$ cat config.mk
export PLATFORM = sky130hd
export DESIGN_NAME = ppi_regs
export DESIGN_NICKNAME = d
export VERILOG_FILES = /design/src/rtl/ppi_pkg.sv /design/src/rtl/ppi_wr_fsm.sv /design/src/rtl/ppi_port_regs.sv /design/src/rtl/ppi_oe_map.sv /design/src/rtl/ppi_read_mux.sv /design/src/rtl/ppi_regs.sv
export SDC_FILE = /design/constraint.sdc
export NUM_CORES = 1
export LEC_CHECK = 0
export ABC_AREA = 1
export BUFFER_PORTS_ARGS = -buffer_cell sky130_fd_sc_hd__buf_2
export CAP_MARGIN = 20
export CELL_PAD_IN_SITES_DETAIL_PLACEMENT = 0
export CELL_PAD_IN_SITES_GLOBAL_PLACEMENT = 2
export CORE_MARGIN = 2
export CORE_UTILIZATION = 24
export CTS_CLUSTER_SIZE = 28
export DETAILED_ROUTE_END_ITERATION = 12
export PLACE_DENSITY_LB_ADDON = 0.1
export SETUP_SLACK_MARGIN = 0.02
export SKIP_LAST_GASP = 1
export SLEW_MARGIN = 20
export SYNTH_ARGS = -nofsm -noshare
export SYNTH_HDL_FRONTEND = slang
export SYNTH_HIERARCHICAL = 1
export SYNTH_SLANG_ARGS = --single-unit
$ cat constraint.sdc
create_clock -name clk -period 1.45 [get_ports clk]
set_clock_uncertainty 0.05 [all_clocks]
set_input_delay 0.145 -clock clk [delete_from_list [all_inputs] [get_ports clk]]
set_output_delay 0.145 -clock clk [all_outputs]
set_load 0.02 [all_outputs]
$ cat src/rtl/ppi_pkg.sv
package ppi_pkg;

    localparam int DW = 8;

    typedef enum logic [1:0] {
        SEL_A    = 2'b00,
        SEL_B    = 2'b01,
        SEL_C    = 2'b10,
        SEL_CTRL = 2'b11
    } reg_sel_e;

    typedef enum logic {
        WS_IDLE  = 1'b0,
        WS_ARMED = 1'b1
    } wr_state_e;

    typedef struct packed {
        logic [1:0] a_mode;
        logic       a_in;
        logic       c_hi_in;
        logic       b_mode;
        logic       b_in;
        logic       c_lo_in;
    } ctrl_t;

    localparam ctrl_t CTRL_RESET = 7'h1B;

endpackage

$ cat src/rtl/ppi_wr_fsm.sv
module ppi_wr_fsm #(
    parameter int SYNC_STAGES = 2
) (
    input  logic clk,
    input  logic rst,
    input  logic wr_n,
    input  logic cs_n,
    output logic commit
);
    import ppi_pkg::*;

    logic [SYNC_STAGES-1:0] sync_q;
    logic                   wr_s;
    wr_state_e              state_q, state_d;

    always_ff @(posedge clk) begin
        if (rst) sync_q <= '1;
        else     sync_q <= {sync_q[SYNC_STAGES-2:0], wr_n};
    end
    assign wr_s = sync_q[SYNC_STAGES-1];

    always_ff @(posedge clk) begin
        if (rst) state_q <= WS_IDLE;
        else     state_q <= state_d;
    end

    always_comb begin
        state_d = state_q;
        unique case (state_q)
            WS_IDLE:  if (!wr_s) state_d = WS_ARMED;
            WS_ARMED: if (wr_s)  state_d = WS_IDLE;
            default:             state_d = WS_IDLE;
        endcase
    end

    always_comb begin
        commit = 1'b0;
        unique case (state_q)
            WS_IDLE:  commit = 1'b0;
            WS_ARMED: commit = wr_s && !cs_n;
            default:  commit = 1'b0;
        endcase
    end

    // the commit pulse lasts exactly one cycle per strobe
    a_r9_single_pulse: assert property (@(posedge clk) disable iff (rst)
        commit |=> !commit);

endmodule

$ cat src/rtl/ppi_port_regs.sv
module ppi_port_regs
    import ppi_pkg::*;
#(
    parameter int W = ppi_pkg::DW
) (
    input  logic         clk,
    input  logic         rst,
    input  logic         commit,
    input  logic [1:0]   addr,
    input  logic [W-1:0] wdata,
    output ctrl_t        ctrl,
    output logic [W-1:0] a_out,
    output logic [W-1:0] b_out,
    output logic [W-1:0] c_out
);
    localparam int BSW = $clog2(W);

    logic hs_any;
    assign hs_any = (ctrl.a_mode != 2'b00) || ctrl.b_mode;

    always_ff @(posedge clk) begin
        if (rst) begin
            ctrl  <= CTRL_RESET;
            a_out <= '0;
            b_out <= '0;
            c_out <= '0;
        end else if (commit) begin
            unique case (reg_sel_e'(addr))
                SEL_A: a_out <= wdata;
                SEL_B: b_out <= wdata;
                SEL_C: if (!hs_any) c_out <= wdata;
                SEL_CTRL: begin
                    if (wdata[W-1]) ctrl <= ctrl_t'(wdata[W-2:0]);
                    else            c_out[wdata[BSW:1]] <= wdata[0];
                end
                default: ;
            endcase
        end
    end

    // byte writes to port C are blocked in handshake modes
    a_r6_c_blocked: assert property (@(posedge clk) disable iff (rst)
        (commit && addr == 2'b10 && hs_any) |=> $stable(c_out));
    // a bit set/reset never touches the control word
    a_r4_ctrl_kept: assert property (@(posedge clk) disable iff (rst)
        (commit && addr == 2'b11 && !wdata[W-1]) |=> $stable(ctrl));
    // mode definition keeps every output register
    a_r8_outs_kept: assert property (@(posedge clk) disable iff (rst)
        (commit && addr == 2'b11 && wdata[W-1]) |=>
            ($stable(a_out) && $stable(b_out) && $stable(c_out)));
    // a port A write leaves the other ports alone
    a_r2_a_only: assert property (@(posedge clk) disable iff (rst)
        (commit && addr == 2'b00) |=> ($stable(b_out) && $stable(c_out)));
    // first cycle out of reset holds the reset control word
    a_r1_reset_ctrl: assert property (@(posedge clk) disable iff (rst)
        $past(rst) |-> (ctrl == CTRL_RESET && a_out == '0));

endmodule

$ cat src/rtl/ppi_oe_map.sv
module ppi_oe_map
    import ppi_pkg::*;
(
    input  ctrl_t      ctrl,
    output logic       a_oe,
    output logic       b_oe,
    output logic [7:0] c_oe,
    output logic [7:0] c_hs_mask
);
    logic ga_bidir, ga_strobe;

    assign ga_bidir  = ctrl.a_mode[1];
    assign ga_strobe = (ctrl.a_mode == 2'b01);
    assign a_oe      = !ctrl.a_in && !ga_bidir;
    assign b_oe      = !ctrl.b_in;

    always_comb begin
        c_oe      = {{4{!ctrl.c_hi_in}}, {4{!ctrl.c_lo_in}}};
        c_hs_mask = '0;
        if (ga_bidir) begin
            c_oe[7:3]      = 5'b10101;
            c_hs_mask[7:3] = '1;
        end else if (ga_strobe) begin
            c_oe[3]      = 1'b1;
            c_hs_mask[3] = 1'b1;
            if (ctrl.a_in) begin
                c_oe[5:4]      = 2'b10;
                c_hs_mask[5:4] = 2'b11;
            end else begin
                c_oe[7:6]      = 2'b10;
                c_hs_mask[7:6] = 2'b11;
            end
        end
        if (ctrl.b_mode) begin
            c_oe[2:0]      = 3'b011;
            c_hs_mask[2:0] = 3'b111;
        end
    end

endmodule

$ cat src/rtl/ppi_read_mux.sv
module ppi_read_mux
    import ppi_pkg::*;
#(
    parameter int W = ppi_pkg::DW
) (
    input  logic         cs_n,
    input  logic         rd_n,
    input  logic [1:0]   addr,
    input  ctrl_t        ctrl,
    input  logic [W-1:0] a_out,
    input  logic [W-1:0] b_out,
    input  logic [W-1:0] c_out,
    input  logic [W-1:0] a_pins,
    input  logic [W-1:0] b_pins,
    input  logic [W-1:0] c_pins,
    input  logic [W-1:0] hs_status,
    input  logic         a_oe,
    input  logic         b_oe,
    input  logic [W-1:0] c_oe,
    input  logic [W-1:0] c_hs_mask,
    output logic [W-1:0] rdata
);
    logic [W-1:0] c_view;

    for (genvar i = 0; i < W; i++) begin : g_cbit
        assign c_view[i] = c_hs_mask[i] ? hs_status[i]
                         : (c_oe[i] ? c_out[i] : c_pins[i]);
    end

    always_comb begin
        rdata = '0;
        if (!cs_n && !rd_n) begin
            unique case (reg_sel_e'(addr))
                SEL_A:    rdata = a_oe ? a_out : a_pins;
                SEL_B:    rdata = b_oe ? b_out : b_pins;
                SEL_C:    rdata = c_view;
                SEL_CTRL: rdata = {1'b1, ctrl};
                default:  rdata = '0;
            endcase
        end
    end

endmodule

$ cat src/rtl/ppi_regs.sv
module ppi_regs
    import ppi_pkg::*;
#(
    parameter int W           = ppi_pkg::DW,
    parameter int SYNC_STAGES = 2
) (
    input  logic         clk,
    input  logic         rst,
    input  logic         cs_n,
    input  logic         rd_n,
    input  logic         wr_n,
    input  logic [1:0]   addr,
    input  logic [W-1:0] wdata,
    output logic [W-1:0] rdata,
    input  logic [W-1:0] a_pins,
    input  logic [W-1:0] b_pins,
    input  logic [W-1:0] c_pins,
    input  logic [W-1:0] hs_status,
    output logic [W-1:0] a_out,
    output logic [W-1:0] b_out,
    output logic [W-1:0] c_out,
    output logic         a_oe,
    output logic         b_oe,
    output logic [W-1:0] c_oe
);
    logic  commit;
    ctrl_t ctrl;
    logic [W-1:0] c_hs_mask;

    ppi_wr_fsm #(.SYNC_STAGES(SYNC_STAGES)) u_wr (
        .clk(clk), .rst(rst), .wr_n(wr_n), .cs_n(cs_n), .commit(commit)
    );

    ppi_port_regs #(.W(W)) u_regs (
        .clk(clk), .rst(rst), .commit(commit), .addr(addr), .wdata(wdata),
        .ctrl(ctrl), .a_out(a_out), .b_out(b_out), .c_out(c_out)
    );

    ppi_oe_map u_oe (
        .ctrl(ctrl), .a_oe(a_oe), .b_oe(b_oe), .c_oe(c_oe),
        .c_hs_mask(c_hs_mask)
    );

    ppi_read_mux #(.W(W)) u_rd (
        .cs_n(cs_n), .rd_n(rd_n), .addr(addr), .ctrl(ctrl),
        .a_out(a_out), .b_out(b_out), .c_out(c_out),
        .a_pins(a_pins), .b_pins(b_pins), .c_pins(c_pins),
        .hs_status(hs_status), .a_oe(a_oe), .b_oe(b_oe), .c_oe(c_oe),
        .c_hs_mask(c_hs_mask), .rdata(rdata)
    );

    // the read bus is quiet when no read is selected
    a_r11_quiet: assert property (@(posedge clk) disable iff (rst)
        (cs_n || rd_n) |-> (rdata == '0));
    // bidirectional group A never drives lines 4 and 6
    a_r10_bidir_inputs: assert property (@(posedge clk) disable iff (rst)
        (a_out == a_out && u_regs.ctrl.a_mode[1]) |-> (!c_oe[4] && !c_oe[6] && !a_oe));

endmodule

# Word level (Yosys, flattened, before mapping)
# Cells that the tools add are included.
# op_classes
order_cmp,2
eq_ne,6
muxes,38
n_bitwise,1
reduce_logical,19
# ops
operator,count
$mux 8,5
$pmux 8 s4,1
$mux 5,4
$mux 1,18
$pmux 8 s2,1
$bwmux 8,1
$mux 2,4
$logic_not 1->1,7
$mux 3,2
$eq 2x1->1 const B,2
$eq 2x2->1 const B,2
$logic_and 1x1->1,4
$lt 3x4->1 const B,1
$ne 2x2->1 const B,2
$reduce_and 2->1,2
$reduce_and 4->1,1
$reduce_bool 2->1,2
$demux 1 s3,1
$ge 3x1->1 const B,1
$reduce_and 3->1,1
$logic_not 2->1,1
$pmux 1 s2,1
$logic_or 1x1->1,1
$not 1->1,1
# word_totals
reg_bits,34

# Logic depth before layout (Yosys ltp)
# logic_depth
word_depth,8
depth_mapped,11
mapped_depth_nobuf,11

# Cells and area by module
# Netlist, hierarchy kept.
# by_module_without_submodules
module,n_inst,cells_each,area_each_um2,seq_area_each_um2
ppi_port_regs,1,182,1338.8,620.6
ppi_read_mux,1,168,691.9,0.0
ppi_oe_map,1,23,121.4,0.0
ppi_wr_fsm,1,8,83.8,60.1

# Worst setup path before layout
# OpenSTA, ideal clock, no wires.
# synth_path
path_type,register -> output
from,"register, netlist name u_regs/ctrl[6]"
to,output port rdata[5]
t_arrival_ns,1.657
required_ns,1.255
path_slack_ns,-0.402
path_stages_with_launch,9
n_path_buf,0
path_cell_list,dfxtp_1 nor2_2 o21ai_0 a21oi_1 nand2_1 nand2_1 nand3_1 nand2_1 inv_1
# synth_between
word_cells_on_any_way,12
# synth_lines
element,line_no,rtl
$logic_not 1->1,ppi_oe_map.sv:14,assign a_oe = !ctrl.a_in && !ga_bidir;
$logic_and 1x1->1,ppi_oe_map.sv:14,
net a_oe,ppi_regs.sv:22,"output logic a_oe,"
$mux 8,ppi_read_mux.sv:34,SEL_A: rdata = a_oe ? a_out : a_pins;
$pmux 8 s4,ppi_read_mux.sv:33,unique case (reg_sel_e'(addr))
$mux 8,ppi_read_mux.sv:32,if (!cs_n && !rd_n) begin
"end, declared",ppi_regs.sv:14,"output logic [W-1:0] rdata,"
# The timed path passes the listed nets, and every way through them passes these cells.

# Worst setup path in the final report
# layout_path
from,"register, netlist name u_regs/ctrl[6]"
to,output port rdata[4]
# layout_between
elab_chain_len,7
word_cells_on_any_way,12
# layout_lines
element,line_no,rtl
$eq 2x1->1,ppi_oe_map.sv:13,assign ga_strobe = (ctrl.a_mode == 2'b01);
$mux 5,ppi_oe_map.sv:23,end else if (ga_strobe) begin
$mux 5,ppi_oe_map.sv:20,if (ga_bidir) begin
$mux 1,ppi_read_mux.sv:27,: (c_oe[i] ? c_out[i] : c_pins[i]);
$mux 1,ppi_read_mux.sv:26,assign c_view[i] = c_hs_mask[i] ? hs_status[i]
$pmux 8 s4 *,ppi_read_mux.sv:33,
$mux 8 *,ppi_read_mux.sv:32,
# Mark *: on every way between the ends. The rest lies on a longest branch, timed or not.

==> run summary <==
outcome: finished, violations left
failing checks: negative setup slack
number of remaining DRC errors: 0
worst-case clock buffer depth: 2
Rel. slew slack: 78.41%
final setup fails: 8
post-route insts no fill: 615
CP required: 1.25 ns
RSZ-0062 raised after global routing: yes
Power Density: 676.5 mW/mm^2
r2r worst-path depth: 7
WP buf/inv: 3
Final Power: 2.245 mW
Die Span X: 100.5 microns
#FFs+latches synth: 34
cell row count: 35
final WL: 8915 microns
area growth from synthesis to layout: 48.41%
total grt overflow: 0
total CTS buffers: 5
Mapped Nets: 428
Yosys cell types: 21
Final ANT Viol Nets: 0
Startpoint Class: flop
Critical-path top delay cell: dfxtp_4
clk_lat worst skew: 0.28 ns
Hold Path Depth: 3
largest net degree at the start of global routing: 32
H-tree Lvls: 2
DR vias/cell: 4.424
commonest non-fill, non-tap cell in the layout: nand2_1
Fin Hold WS: 0.1070 ns
total vias in the final route: 2721
initial core utilization: 24.43%
final hold violation count: 0
I/O Buffers: 88
synth warn: 6
Inserted Diodes: 0
most frequent cells in the layout: 120 x nand2_1, 82 x buf_2, 56 x inv_1
number of global-route vias before repair: 2645
Synth Flop Type: dfxtp_1
Util after Layout: 36.25%
ys async rst share: 0%
EDFF count, synth: 0
r2r setup slk: 0.19 ns
CP Class: flop to output pin
post-synthesis sequential area ratio: 30.44%
Die H: 100.5 microns
Crit path top cell by count: nand2_1
hold crit path type: input pin to flop
period utilization: 124.7%
CTS tree: built
post-place instance area: 0.003064 sq mm
CTS Root Cell: clkbuf_8
RR Endpoint: u_regs/ctrl[5]
worst setup margin: -0.3577 ns
TritonRoute pass-1 iters: 4
Post-Synthesis Cells: 381
Slew @ Worst Pin: 0.3239 ns
minimum clock period: 1.808 ns
syn avg cell area: 5.868 sq um
# fillers: 1076
final instance area: 0.003318 sq mm
fmax: 553.2 MHz
die area: 0.01010 sq mm
setup_tns: -2.510 ns
Mapped Area: 0.002236 sq mm
fin nets: 551
pre-CTS setup slack: -0.1340 ns
max cap viols: 0
initial antenna violation count: 0
HP Start: wdata[0]
Slowest Stage Delay on Critical Path: 0.37 ns
Core Area: 0.009153 sq mm
layout cells sized above 1: 35.12%
initial DRC count: 117
Worst Hold End: u_regs/c_out[0]
worst flop-to-flop path startpoint: u_wr/sync_q[1]
Slew Viols, Final: 0
first-pass GRT wire length: 13710 microns
Worst VDD drop: 0.0005058 V
Pleak: 1.905 nW
I/O Pins: 89
worst-path fanout max: 8
clk sinks: 34
post-DP HPWL: 7196 microns
Critical Path End Type: output pin
All-Layer GR Usage: 17.75%
family with the most delay on the worst path: simple AND/OR/NAND/NOR gates
Arrival @ worst endpoint: 1.61 ns
cell chain of the critical path: nor2_4 > inv_1 > nand2_1 > nand2_1 > nand2_1 > nand3_2 > nand2_2 > inv_2 > buf_4
placed cells: 604
Routability Congestion: 0.8245
drt wl/cell: 14.50 microns
clock transition at the registers of the reported paths: 0.07 ns
==> synth_stat cells (3+ instances only) <==
library cell    n  share of area [%]
o211ai_1        4                1.3
buf_6           3                1.5
nand3_1        26                5.8
o22ai_1         7                2.0
dfxtp_1        34                 30
nand2_1       127                 21
o21ai_0        19                4.3
buf_4           9                3.0
nor2_2          8                2.2
a21oi_1        42                9.4
nor2_1         30                5.0
inv_1          60                 10
==> state kept, by name (all words and copies together) (netlist names) <==
signal / cells
u_regs/b_out: 8
u_wr/state_q: 1
u_regs/ctrl: 7
u_regs/a_out: 8
u_wr/sync_q: 2
u_regs/c_out: 8
==> power by group <==
part | switching (mW) | internal (mW) | total [mW]
Sequential | 0.00790 | 0.939 | 0.947
Combinational | 0.235 | 0.158 | 0.393
Clock | 0.354 | 0.550 | 0.904
Total | 0.597 | 1.65 | 2.24
==> kinds of logic after synthesis <==
| kind of cell | count (synthesis) | share of synthesized area (%) |
|---|---|---|
| and+or+nand+nor | 197 | 36.65 |
| buffers and inverters | 77 | 15.72 |
| DFF | 34 | 30.44 |
| AOI/OAI and AO/OA | 73 | 17.18 |
==> worst reg2reg max path: stages, from the launching register on <==
cell     delay (ns)
dfxtp_1        0.33
nand2_1        0.09
nor2_4         0.12
buf_4          0.13
nand3_4        0.13
inv_2          0.13
o21ai_0        0.08
a21oi_1        0.13
==> how the worst max path moves through the flow <==
stage,cells past startpoint,to,start
detailed placement,10,rdata[4],u_regs/ctrl[5]
floorplan,9,rdata[4],u_regs/ctrl[6]
global placement,10,rdata[4],u_regs/ctrl[5]
CTS,9,rdata[4],u_regs/ctrl[6]
global route,10,rdata[4],u_regs/ctrl[6]
finish,9,rdata[4],u_regs/ctrl[6]
==> timing repair <==
item / 4_1_cts / 5_1_grt
endpoints found under the hold margin: 2 / 0
hold buffers: 2 / 0
resized for setup: 21 / 14
buffers inserted: 2 / 1
pin swaps: 8 / 5
setup endpoints to repair: 15 / 33
==> area by class of cell <==
cell class              count  area, sq um  share of cell area [%]
well taps                 111        138.9                   4.186
clock inverters             1        30.03                  0.9050
repair buffers            130        823.3                   24.81
flip-flops and latches     34        691.9                   20.85
clock buffers               6        82.58                   2.489
inverters                  63        241.5                   7.278
multi-input cells         270         1310                   39.48
==> routing by layer <==
| metal | GRT usage (%) | vias to the layer above | wire length (microns) |
|---|---|---|---|
| li1 | - | 1432 | - |
| met1 | 24.59 | 1223 | 4350 |
| met2 | 29.48 | 56 | 4119 |
| met3 | 2.150 | 10 | 356 |
| met4 | 4.215 | 0 | 90 |
| met5 | 0 | - | 0 |
No activity file was read; power rests on OpenSTA's default activity.
